===== src/rtl/pds_pkg.sv =====
package pds_pkg;

    localparam int SRAM_BANKS = 4;

    typedef enum logic [3:0] {
        ST_IDLE      = 4'd0,
        ST_ON_EN2    = 4'd1,
        ST_ON_WPWR   = 4'd2,
        ST_ON_ISO    = 4'd3,
        ST_ON_RST    = 4'd4,
        ST_ON_SRAM   = 4'd5,
        ST_ON_WSRAM  = 4'd6,
        ST_ON_WBUS   = 4'd7,
        ST_OFF_WBUS  = 4'd8,
        ST_OFF_WSRAM = 4'd9,
        ST_OFF_RST   = 4'd10,
        ST_OFF_CLK   = 4'd11,
        ST_OFF_EN1   = 4'd12,
        ST_OFF_EN2   = 4'd13,
        ST_OFF_WPWR  = 4'd14
    } seq_st_e;

    typedef struct packed {
        seq_st_e                 st;
        logic                    rst_b;
        logic                    iso;
        logic                    en1;
        logic                    en2;
        logic                    clk_dis;
        logic [SRAM_BANKS-1:0]   pdn;
        logic                    bus_req;
        logic                    dom_on;
        logic                    err;
    } seq_regs_t;

endpackage


===== src/rtl/pds_timer.sv =====
module pds_timer #(
    parameter int TMO_W = 16
) (
    input  logic             clk,
    input  logic             rst_n,
    input  logic             waiting_i,
    input  logic             restart_i,
    input  logic [TMO_W-1:0] limit_i,
    output logic             expire_o
);
    localparam logic [TMO_W-1:0] CNT_MAX = '1;

    logic [TMO_W-1:0] cnt_d, cnt_q;

    always_comb begin
        cnt_d = cnt_q;
        if (restart_i || !waiting_i) begin
            cnt_d = '0;
        end else if (cnt_q != CNT_MAX) begin
            cnt_d = cnt_q + 1'b1;
        end
    end

    always_ff @(posedge clk or negedge rst_n) begin
        if (!rst_n) cnt_q <= '0;
        else        cnt_q <= cnt_d;
    end

    // expiry once the wait has lasted limit_i cycles
    assign expire_o = waiting_i &&
                      (({1'b0, cnt_q} + {{TMO_W{1'b0}}, 1'b1}) >= {1'b0, limit_i});

endmodule


===== src/rtl/pds_regs.sv =====
module pds_regs #(
    parameter int DATA_W  = 16,
    parameter int TMO_W   = 16,
    parameter int TMO_RST = 1000
) (
    input  logic              clk,
    input  logic              rst_n,
    input  logic              reg_wr,
    input  logic [1:0]        reg_addr,
    input  logic [DATA_W-1:0] reg_wdata,
    output logic [DATA_W-1:0] reg_rdata,
    input  logic              busy_i,
    input  logic              on_i,
    input  logic              err_i,
    input  logic [3:0]        st_i,
    output logic              cmd_on_o,
    output logic              cmd_off_o,
    output logic [TMO_W-1:0]  tmo_o
);
    localparam logic [1:0] ADDR_CMD = 2'd0;
    localparam logic [1:0] ADDR_TMO = 2'd1;
    localparam int         PAD_W    = DATA_W - 8;

    logic [TMO_W-1:0] tmo_d, tmo_q;

    always_comb begin
        tmo_d = tmo_q;
        if (reg_wr && reg_addr == ADDR_TMO) tmo_d = reg_wdata[TMO_W-1:0];
    end

    always_ff @(posedge clk or negedge rst_n) begin
        if (!rst_n) tmo_q <= TMO_W'(TMO_RST);
        else        tmo_q <= tmo_d;
    end

    assign cmd_on_o  = reg_wr && reg_addr == ADDR_CMD && reg_wdata[0];
    assign cmd_off_o = reg_wr && reg_addr == ADDR_CMD && reg_wdata[1];
    assign tmo_o     = tmo_q;

    always_comb begin
        case (reg_addr)
            ADDR_CMD: reg_rdata = {{PAD_W{1'b0}}, st_i, 1'b0, err_i, on_i, busy_i};
            ADDR_TMO: reg_rdata = DATA_W'(tmo_q);
            default:  reg_rdata = '0;
        endcase
    end

endmodule


===== src/rtl/pds_fsm.sv =====
module pds_fsm
    import pds_pkg::*;
#(
    parameter int SRAM_ACK_W  = 4,
    parameter bit BUS_PROT_EN = 1'b1
) (
    input  logic                  clk,
    input  logic                  rst_n,
    input  logic                  cmd_on_i,
    input  logic                  cmd_off_i,
    input  logic                  pwr_ack_i,
    input  logic                  pwr_ack2_i,
    input  logic [SRAM_BANKS-1:0] sram_ack_i,
    input  logic                  bus_ack_i,
    input  logic                  expire_i,
    output seq_regs_t             regs_o,
    output logic                  waiting_o,
    output logic                  restart_o
);
    localparam logic [SRAM_BANKS-1:0] ACK_MASK =
        SRAM_BANKS'((5'd1 << SRAM_ACK_W) - 5'd1);
    localparam logic [SRAM_BANKS-1:0] PDN_ALL = '1;

    seq_regs_t q, d;
    logic      bus_ok;
    logic [SRAM_BANKS-1:0] sram_seen;

    assign bus_ok    = !BUS_PROT_EN || (bus_ack_i == q.bus_req);
    assign sram_seen = sram_ack_i & ACK_MASK;

    always_comb begin
        d = q;
        unique case (q.st)
            ST_IDLE: begin
                if (cmd_on_i && !q.dom_on) begin
                    d.en1 = 1'b1;
                    d.err = 1'b0;
                    d.st  = ST_ON_EN2;
                end else if (cmd_off_i && q.dom_on) begin
                    d.bus_req = BUS_PROT_EN;
                    d.err     = 1'b0;
                    d.st      = ST_OFF_WBUS;
                end
            end
            ST_ON_EN2: begin
                d.en2 = 1'b1;
                d.st  = ST_ON_WPWR;
            end
            ST_ON_WPWR: begin
                if (pwr_ack_i && pwr_ack2_i && bus_ok) begin
                    d.clk_dis = 1'b0;
                    d.st      = ST_ON_ISO;
                end else if (expire_i) begin
                    d.err = 1'b1;
                    d.st  = ST_IDLE;
                end
            end
            ST_ON_ISO: begin
                d.iso = 1'b0;
                d.st  = ST_ON_RST;
            end
            ST_ON_RST: begin
                d.rst_b = 1'b1;
                d.st    = ST_ON_SRAM;
            end
            ST_ON_SRAM: begin
                d.pdn = '0;
                d.st  = ST_ON_WSRAM;
            end
            ST_ON_WSRAM: begin
                if (sram_seen == '0 && bus_ok) begin
                    d.bus_req = 1'b0;
                    d.st      = ST_ON_WBUS;
                end else if (expire_i) begin
                    d.err = 1'b1;
                    d.st  = ST_IDLE;
                end
            end
            ST_ON_WBUS: begin
                if (bus_ok) begin
                    d.dom_on = 1'b1;
                    d.st     = ST_IDLE;
                end else if (expire_i) begin
                    d.err = 1'b1;
                    d.st  = ST_IDLE;
                end
            end
            ST_OFF_WBUS: begin
                if (bus_ok) begin
                    d.pdn = PDN_ALL;
                    d.st  = ST_OFF_WSRAM;
                end else if (expire_i) begin
                    d.err = 1'b1;
                    d.st  = ST_IDLE;
                end
            end
            ST_OFF_WSRAM: begin
                if (sram_seen == ACK_MASK && bus_ok) begin
                    d.iso = 1'b1;
                    d.st  = ST_OFF_RST;
                end else if (expire_i) begin
                    d.err = 1'b1;
                    d.st  = ST_IDLE;
                end
            end
            ST_OFF_RST: begin
                d.rst_b = 1'b0;
                d.st    = ST_OFF_CLK;
            end
            ST_OFF_CLK: begin
                d.clk_dis = 1'b1;
                d.st      = ST_OFF_EN1;
            end
            ST_OFF_EN1: begin
                d.en1 = 1'b0;
                d.st  = ST_OFF_EN2;
            end
            ST_OFF_EN2: begin
                d.en2 = 1'b0;
                d.st  = ST_OFF_WPWR;
            end
            ST_OFF_WPWR: begin
                if (!pwr_ack_i && !pwr_ack2_i && bus_ok) begin
                    d.dom_on = 1'b0;
                    d.st     = ST_IDLE;
                end else if (expire_i) begin
                    d.err = 1'b1;
                    d.st  = ST_IDLE;
                end
            end
            default: d.st = ST_IDLE;
        endcase
    end

    always_ff @(posedge clk or negedge rst_n) begin
        if (!rst_n) begin
            q.st      <= ST_IDLE;
            q.rst_b   <= 1'b0;
            q.iso     <= 1'b1;
            q.en1     <= 1'b0;
            q.en2     <= 1'b0;
            q.clk_dis <= 1'b1;
            q.pdn     <= PDN_ALL;
            q.bus_req <= BUS_PROT_EN;
            q.dom_on  <= 1'b0;
            q.err     <= 1'b0;
        end else begin
            q <= d;
        end
    end

    always_comb begin
        case (q.st)
            ST_ON_WPWR, ST_ON_WSRAM, ST_ON_WBUS,
            ST_OFF_WBUS, ST_OFF_WSRAM, ST_OFF_WPWR: waiting_o = 1'b1;
            default:                                waiting_o = 1'b0;
        endcase
    end

    assign restart_o = (d.st != q.st);
    assign regs_o    = q;

endmodule


===== src/rtl/pwr_dom_seq.sv =====
module pwr_dom_seq
    import pds_pkg::*;
#(
    parameter int SRAM_ACK_W  = 4,
    parameter bit BUS_PROT_EN = 1'b1,
    parameter int TMO_W       = 16,
    parameter int TMO_RST     = 1000
) (
    input  logic        clk,
    input  logic        rst_n,
    input  logic        reg_wr,
    input  logic [1:0]  reg_addr,
    input  logic [15:0] reg_wdata,
    output logic [15:0] reg_rdata,
    input  logic        pwr_ack,
    input  logic        pwr_ack2,
    input  logic [3:0]  sram_ack,
    input  logic        bus_ack,
    output logic [11:0] dom_ctl,
    output logic        bus_prot_req
);
    seq_regs_t        regs_w;
    logic             cmd_on_w, cmd_off_w, expire_w, waiting_w, restart_w;
    logic             busy_w, err_w;
    logic [TMO_W-1:0] tmo_w;

    assign busy_w = (regs_w.st != ST_IDLE);
    assign err_w  = regs_w.err;

    pds_regs #(.DATA_W(16), .TMO_W(TMO_W), .TMO_RST(TMO_RST)) u_regs (
        .clk       (clk),
        .rst_n     (rst_n),
        .reg_wr    (reg_wr),
        .reg_addr  (reg_addr),
        .reg_wdata (reg_wdata),
        .reg_rdata (reg_rdata),
        .busy_i    (busy_w),
        .on_i      (regs_w.dom_on),
        .err_i     (err_w),
        .st_i      (regs_w.st),
        .cmd_on_o  (cmd_on_w),
        .cmd_off_o (cmd_off_w),
        .tmo_o     (tmo_w)
    );

    pds_fsm #(.SRAM_ACK_W(SRAM_ACK_W), .BUS_PROT_EN(BUS_PROT_EN)) u_fsm (
        .clk        (clk),
        .rst_n      (rst_n),
        .cmd_on_i   (cmd_on_w),
        .cmd_off_i  (cmd_off_w),
        .pwr_ack_i  (pwr_ack),
        .pwr_ack2_i (pwr_ack2),
        .sram_ack_i (sram_ack),
        .bus_ack_i  (bus_ack),
        .expire_i   (expire_w),
        .regs_o     (regs_w),
        .waiting_o  (waiting_w),
        .restart_o  (restart_w)
    );

    pds_timer #(.TMO_W(TMO_W)) u_timer (
        .clk       (clk),
        .rst_n     (rst_n),
        .waiting_i (waiting_w),
        .restart_i (restart_w),
        .limit_i   (tmo_w),
        .expire_o  (expire_w)
    );

    assign dom_ctl      = {regs_w.pdn, 3'b000, regs_w.clk_dis, regs_w.en2,
                           regs_w.en1, regs_w.iso, regs_w.rst_b};
    assign bus_prot_req = regs_w.bus_req;

endmodule


===== config.mk =====
export PLATFORM = sky130hd
export DESIGN_NAME = pwr_dom_seq
export DESIGN_NICKNAME = d
export VERILOG_FILES = /design/src/rtl/pds_pkg.sv /design/src/rtl/pds_timer.sv /design/src/rtl/pds_regs.sv /design/src/rtl/pds_fsm.sv /design/src/rtl/pwr_dom_seq.sv
export SDC_FILE = /design/constraint.sdc
export NUM_CORES = 1
export LEC_CHECK = 0
export BUFFER_PORTS_ARGS = -buffer_cell sky130_fd_sc_hd__buf_2
export CORE_ASPECT_RATIO = 1.2
export CORE_UTILIZATION = 57
export CTS_CLUSTER_SIZE = 20
export DETAILED_ROUTE_END_ITERATION = 8
export PLACE_DENSITY = 0.81
export SYNTH_ARGS = -nofsm -noshare
export SYNTH_HDL_FRONTEND = slang
export SYNTH_SLANG_ARGS = --single-unit

===== constraint.sdc =====
create_clock -name clk -period 3.6 [get_ports clk]
set_input_delay 0.72 -clock clk [delete_from_list [all_inputs] [get_ports clk]]
set_output_delay 0.72 -clock clk [all_outputs]
set_load 0.05 [all_outputs]

==> summary.txt, run 1 <==
STA
  – Period utilization: 93.09%
  – Tightest Pin Transition: 0.9906 ns
  – Final setup viols: 0
  – RSZ-0062 raised after global routing: no
  – FMAX: 298.4 MHz
  – Final Max Tran Viols: 0
  – Hold Fails Final Rpt: 0
  – Slew Limit Headroom: 33.96%
  – TNS Setup: 0 ns
  – Crit path time final: 3.351 ns
  – Clock Skews: 0.01064 ns
  – Final hold slack: 0.5031 ns

Detailed routing
  – Vias per cell: 6.038
  – Initial DRC Count: 276
  – Routed WL: 7255 µm
  – DRC violations left: 2
  – Via count: 2711
  – Antenna viol nets, final: 0
  – DRT Pass-1 Iters: 9
  – DR WL/cell: 16.16 µm

Setup path
  – Worst Setup Path Type: flop to flop
  – Crit. End Element: flop
  – Crit path DAT: 3.54 ns
  – R2R setup slack: 0.25 ns
  – R2R depth: 13
  – Type of origin of the critical path: flop
  – Critical Path Start: u_timer.cnt_q[0]
  – Worst r2r dst: u_timer.cnt_q[3]
  – Crit path max fanout: 16
  – RR Startpoint: u_timer.cnt_q[0]
  – Required @ worst endpoint: 3.79 ns

Cells and area
  – Ratio of cells with drive above 1 in the final layout: 28.94%
  – Diode count: 0
  – Nets: 431
  – Synthesis-to-layout area growth: 9.186%

Synth
  – Synth Instances: 350
  – Sequential cell area fraction in the yosys report: 35.12%
  – Yosys reg bits: 45
  – Mean post-synth cell area: 9.262 µm²
  – Fraction of registers with async set/reset: 100.0%
  – Leading register cell type out of synthesis: dfrtp_1
  – Synthesized area: 3242 µm²
  – Ys Warns: 0
  – Synth cell types: 55
  – Post-synth EDFFs: 0

Pwr
  – Int Pwr: 0.001145 W
  – Switching power: 0.001026 W
  – Peak supply drop: 0.0003474 V
  – Reg power frac: 37.1%
  – Static Leak: 1.604 nW
  – Switching portion of total power: 47.26%
  – Pwr dens: 613.4 nW/µm²
  – Clock share of power: 18.7%
  – Comb pwr share: 44.1%

Place
  – Placer Congestion: 0.9180
  – Hpwl dp: 5391 µm
  – PortBufs: 53

CTS
  – TritonCTS sink count: 45
  – CTS H-tree lvls: 2
  – CTS Buf Count: 5
  – TritonCTS clock tree: yes
  – Root Driver: clkbuf_8
  – Clk Latency, worst-skew pair: 0.31 ns
  – Worst-path clk slew: 0.08 ns
  – Clk buf depth: 2

Outcome
  – Run status: finished, violations left
  – Violated checks: DRC

Min path
  – HP Start: u_fsm.regs_o[9]
  – Hold Crit Class: flop to flop
  – Hold Crit Depth: 2
  – Min-Delay Endpoint: u_fsm.regs_o[9]

Floorplan
  – Die Height: 84.62 µm
  – Starting Density: 60.37%
  – Total die area: 5995 µm²
  – Die width: 70.85 µm
  – Std-Cell Rows: 29
  – Ports: 57
  – Core area: 5370 µm²

Global route
  – Via count of the first global-routing pass: 2565
  – Total GRT Usage: 26.25%
  – Largest net degree at the start of global routing: 46
  – Initial antenna violation count: 0
  – Total grt overflow: 0
  – First-pass GRT wire length: 12410 µm

Job
  – Maximum Capacitance Violations: 0
[power groups by stage]
| stage | clock, W | sequential (W) | combinational (W) |
|---|---|---|---|
| 2_1_floorplan | 0 | 0.000702 | 0.000929 |
| 3_3_place_gp | 0 | 0.000804 | 0.000927 |
| 3_5_place_dp | 0 | 0.000810 | 0.000937 |
| 4_1_cts | 0.000410 | 0.000800 | 0.000951 |
| 5_1_grt | 0.000431 | 0.000825 | 0.00104 |
| 6_report | 0.000407 | 0.000806 | 0.000958 |
[critical path, cell delays in order, from the launching register on]
cell and delay (ns):
dfrtp_1 0.44, ha_1 0.23, nand4_1 0.21, nor2_1 0.25, and3_1 0.20, xor2_1 0.26, ha_1 0.30, nand2_1 0.07
nor3_1 0.06, a221oi_1 0.34, and2_1 0.23, a211oi_2 0.08, buf_4 0.22, nor4_1 0.33
[state kept, by name, indices dropped and copies added (netlist names)]
| name | count |
|---|---|
| u_regs.tmo_o | 16 |
| u_timer.cnt_q | 16 |
| u_fsm.regs_o | 13 |
[worst max path at each step]
stage / slack [ns] / cells after the start / endpoint
final: 0.25 / 13 / u_timer.cnt_q[3]
after detailed placement: 0.02 / 11 / u_timer.cnt_q[3]
after CTS: 0.23 / 12 / u_timer.cnt_q[3]
after global placement: 0.22 / 11 / u_timer.cnt_q[6]
after floorplan: 0.34 / 12 / u_timer.cnt_q[6]
after global routing: 0.04 / 13 / u_timer.cnt_q[14]
[layout by cell type, fill, tap and decap left out, drive strengths merged, types with 3 or more instances in the layout]
master	instances
a211oi	3
a21o	3
a21oi	18
a31oi	6
and2	11
buf	57
clkbuf	6
conb	3
dfrtp	35
dfstp	10
ha	17
inv	20
mux2	16
mux2i	8
nand2	25
nand2b	3
nand3	13
nand4	6
nor2	37
nor2b	3
nor3	6
nor4	19
o21ai	20
xnor2	8
xor2	9
[cells in the mapped netlist, types with 5 or more instances]
master / number / share of area [%]
nor4_1: 9 / 1.7
nand2_1: 25 / 2.9
inv_1: 20 / 2.3
and2_1: 11 / 2.1
clkbuf_1: 6 / 0.69
buf_4: 17 / 3.9
o21ai_0: 20 / 3.1
a21oi_1: 17 / 2.6
buf_6: 5 / 1.7
nor4_2: 9 / 3.5
nor2_1: 37 / 4.3
xor2_1: 8 / 2.2
dfstp_2: 10 / 8.1
mux2_2: 16 / 5.6
nand4_1: 5 / 0.96
dfrtp_1: 35 / 27
a31oi_1: 5 / 0.96
ha_1: 17 / 6.6
mux2i_1: 8 / 2.5
nor3_1: 5 / 0.77
nand3_1: 12 / 1.9
xnor2_1: 8 / 2.2
[layer usage]
| metal | share of wire, % | up-vias | routed length (µm) | track usage [%] |
|---|---|---|---|---|
| li1 | - | 1301 | - | - |
| met1 | 42 | 1291 | 3070 | 33.18 |
| met2 | 50 | 99 | 3661 | 45.72 |
| met3 | 4.8 | 20 | 349 | 4.322 |
| met4 | 2.4 | 0 | 174 | 8.182 |
| met5 | 0 | - | 0 | 0 |
[layout make-up]
cell class / count / area (µm²)
Clock buffer: 6 / 82.58
Clock inverter: 2 / 37.54
Fill cell: 449 / 1831
Inverter: 20 / 75.07
Multi-Input combinational cell: 257 / 1833
Sequential cell: 45 / 1139
Tap cell: 62 / 77.57
Timing Repair Buffer: 57 / 295.3
[through the flow]
| step | worst slack (ns) | area [µm²] | cells | util (%) | power, W |
|---|---|---|---|---|---|
| final | 0.2489 | 3540 | 449 | 65.91 | 0.002171 |
| after global routing | 0.04441 | 3540 | 449 | 65.91 | 0.002297 |
| after CTS | 0.2301 | 3533 | 449 | 65.80 | 0.002161 |
| after detailed placement | 0.02024 | 3406 | 441 | 63.42 | 0.001747 |
| after global placement | 0.2204 | 3406 | 441 | 63.42 | 0.001731 |
| after floorplan | 0.3380 | 3249 | 352 | - | 0.001631 |
[cell families (layout without fill, tap and decap cells)]
family | count (synthesis) | after routing | synth area share, %
xor gates and xnor gates | 17 | 17 | 4.825
DFF | 45 | 45 | 35.12
buffers and inverters | 50 | 85 | 8.992
other | 1 | 3 | 0.1157
muxes | 24 | 24 | 8.028
AOI/OAI and AO/OA | 66 | 66 | 13.55
adders and majority gates | 17 | 17 | 6.561
and+or+nand+nor | 130 | 130 | 22.81
[repair_timing]
| action | CTS | global route |
|---|---|---|
| hold buffers | 0 | 0 |
| hold endpoints to repair | 0 | 0 |
| endpoints found under the setup margin | 11 | 16 |
| setup buffers | 0 | 0 |
| gates resized for setup | 1 | 1 |
No activity file was read; power rests on OpenSTA's default activity.
==> inputs of run 2 (changes only) <==
Settings changed: PLACE_DENSITY 0.81 to 0.78.
==> summary.txt, run 2 (synthesized netlist as in run 1, its figures left out) <==
Outcome
  – Run status: finished, violations left (unchanged)
  – Violated checks: DRC (unchanged)

CTS
  – TritonCTS sink count: 45 (unchanged)
  – TritonCTS clock tree: yes (unchanged)
  – Clk buf depth: 2 (unchanged)
  – Worst-path clk slew: 0.08 ns (about the same)
  – Clk Latency, worst-skew pair: 0.31 ns (about the same)
  – Root Driver: clkbuf_8 (unchanged)
  – CTS Buf Count: 5 (unchanged)
  – Hold_buf cts: 0 (unchanged)
  – CTS H-tree lvls: 2 (unchanged)

Setup path
  – Crit path max-delay cell type: nor4_2 (was dfrtp_1)
  – Worst path max stage delay: 0.45 ns (was 0.44 ns)
  – Crit. End Element: flop (unchanged)
  – Worst Setup Path Type: flop to flop (unchanged)
  – Most common cell on crit path: ha_1 (unchanged)
  – Type of origin of the critical path: flop (unchanged)
  – Crit path max fanout: 16 (unchanged)
  – Crit path DAT: 3.55 ns (was 3.54 ns)
  – R2R setup slack: 0.22 ns (was 0.25 ns)
  – CP Buf/Inv Count: 1 (unchanged)
  – CP delay by family, top: simple AND/OR/NAND/NOR gates (unchanged)
  – Worst-path cell chain: ha_1, nand4_1, nor4_2, xor2_1, ha_1, nand3_1, nor3_1, a221oi_2, and2_1, a211oi_2, buf_4, nor4_1 (was ha_1, nand4_1, nor2_1, and3_1, xor2_1, ha_1, nand2_1, nor3_1, a221oi_1, and2_1, a211oi_2, buf_4, nor4_1)
  – Required @ worst endpoint: 3.76 ns (was 3.79 ns)

Pwr
  – Peak supply drop: 0.0003039 V (was 0.0003474 V)
  – Static Leak: 1.609 nW (was 1.604 nW)
  – Pwr dens: 610.9 nW/µm² (was 613.4 nW/µm²)

Detailed routing
  – Antenna viol nets, final: 0 (unchanged)
  – DR WL/cell: 16.31 µm (was 16.16 µm)
  – Vias per cell: 6.053 (was 6.038)
  – Initial DRC Count: 176 (was 276)
  – Via count: 2718 (was 2711)
  – Routed WL: 7323 µm (was 7255 µm)
  – DRT Pass-1 Iters: 9 (unchanged)
  – DRC violations left: 2 (unchanged)

STA
  – RSZ-0062 raised after global routing: no (unchanged)
  – Clock Skews: 0.008108 ns (was 0.01064 ns)
  – Tightest Pin Transition: 1.013 ns (was 0.9906 ns)
  – Crit path time final: 3.381 ns (was 3.351 ns)
  – Slew Limit Headroom: 32.49% (was 33.96%)
  – Hold Fails Final Rpt: 0 (unchanged)
  – Final hold slack: 0.4998 ns (was 0.5031 ns)
  – Final Max Tran Viols: 0 (unchanged)
  – TNS Setup: 0 ns (unchanged)
  – FMAX: 295.8 MHz (was 298.4 MHz)
  – Final setup viols: 0 (unchanged)
  – Period utilization: 93.92% (was 93.09%)
  – Setup WS post-layout: 0.2189 ns (was 0.2489 ns)

Place
  – Placer Congestion: 0.8809 (was 0.9180)
  – Place WS: -0.001192 ns (was 0.02024 ns)
  – Hpwl dp: 5310 µm (was 5391 µm)
  – PortBufs: 53 (unchanged)
  – Placed cell areas: 3406 µm² (unchanged)

Floorplan
  – Ports: 57 (unchanged)
  – Die width: 70.85 µm (unchanged)
  – Total die area: 5995 µm² (unchanged)
  – Die Height: 84.62 µm (unchanged)
  – Starting Density: 60.37% (unchanged)
  – Std-Cell Rows: 29 (unchanged)
  – Core area: 5370 µm² (unchanged)

Cells and area
  – Post-route cell area: 3545 µm² (was 3540 µm²)
  – Diode count: 0 (unchanged)
  – Nets: 431 (unchanged)
  – Ratio of cells with drive above 1 in the final layout: 29.20% (was 28.94%)
  – Commonest non-fill, non-tap cells in the layout: buf_2 (53), nor2_1 (36), dfrtp_1 (35) (was buf_2 (53), nor2_1 (37), dfrtp_1 (35))
  – Most common cell after layout, fill and taps aside: buf_2 (unchanged)
  – Synthesis-to-layout area growth: 9.340% (was 9.186%)
  – Util after Layout: 66.01% (was 65.91%)

Global route
  – First-pass GRT wire length: 12280 µm (was 12410 µm)
  – Total grt overflow: 0 (unchanged)
  – Initial antenna violation count: 0 (unchanged)
  – Largest net degree at the start of global routing: 46 (unchanged)
  – Via count of the first global-routing pass: 2523 (was 2565)
  – Total GRT Usage: 25.97% (was 26.25%)

Job
  – Maximum Capacitance Violations: 0 (unchanged)

Min path
  – Hold Crit Class: flop to flop (unchanged)
## run 2: timing repair
item                                    in CTS  in global routing
buffers inserted                             0                  0
endpoints found under the setup margin       4                 16
gates resized for setup                      1                  3
## run 2: cell type report
cell class              instances  area [µm²]
multi-input cells             257        1842
inverters                      20       75.07
clock inverters                 1       30.03
well taps                      62       77.57
flip-flops and latches         45        1139
clock buffers                   7       86.33
fillers                       451        1826
repair buffers                 57       295.3
## run 2: tightest hold or removal path, stage by stage, from the launching register on
cell and delay (ns):
dfrtp_1 0.34, o21ai_0 0.08, nand2_1 0.05
## run 2: path summary, 6_finish.rpt
check	startpoint	to	cells after the start
max in group asynchronous	rst_n	u_fsm.regs_o[9]	1
min in group asynchronous	rst_n	u_fsm.regs_o[11]	1
min reg2reg	u_fsm.regs_o[9]	u_fsm.regs_o[9]	2
max	u_timer.cnt_q[0]	u_timer.cnt_q[1]	12
max reg2reg	u_timer.cnt_q[0]	u_timer.cnt_q[1]	12
min	u_fsm.regs_o[9]	u_fsm.regs_o[9]	2
## run 2: routing by layer
layer | wire length, µm | global-route usage [%] | vias to the layer above
li1 | - | - | 1300
met1 | 3090 | 33.90 | 1303
met2 | 3728 | 43.53 | 96
met3 | 314 | 3.842 | 19
met4 | 189 | 9.818 | 0
met5 | 0 | 0 | -
## run 2: through the flow
| stage | total power, W | instances |
|---|---|---|
| 2_1_floorplan | 0.001631 | 352 |
| 3_3_place_gp | 0.001733 | 441 |
| 3_5_place_dp | 0.001747 | 441 |
| 4_1_cts | 0.002160 | 449 |
| 5_1_grt | 0.002292 | 449 |
| 6_report | 0.002165 | 449 |
## run 2: power by group
part | switching, W | internal (W) | total (W)
Combinational | 0.000664 | 0.000298 | 0.000962
Clock | 0.000175 | 0.000226 | 0.000402
Sequential | 0.000180 | 0.000622 | 0.000801
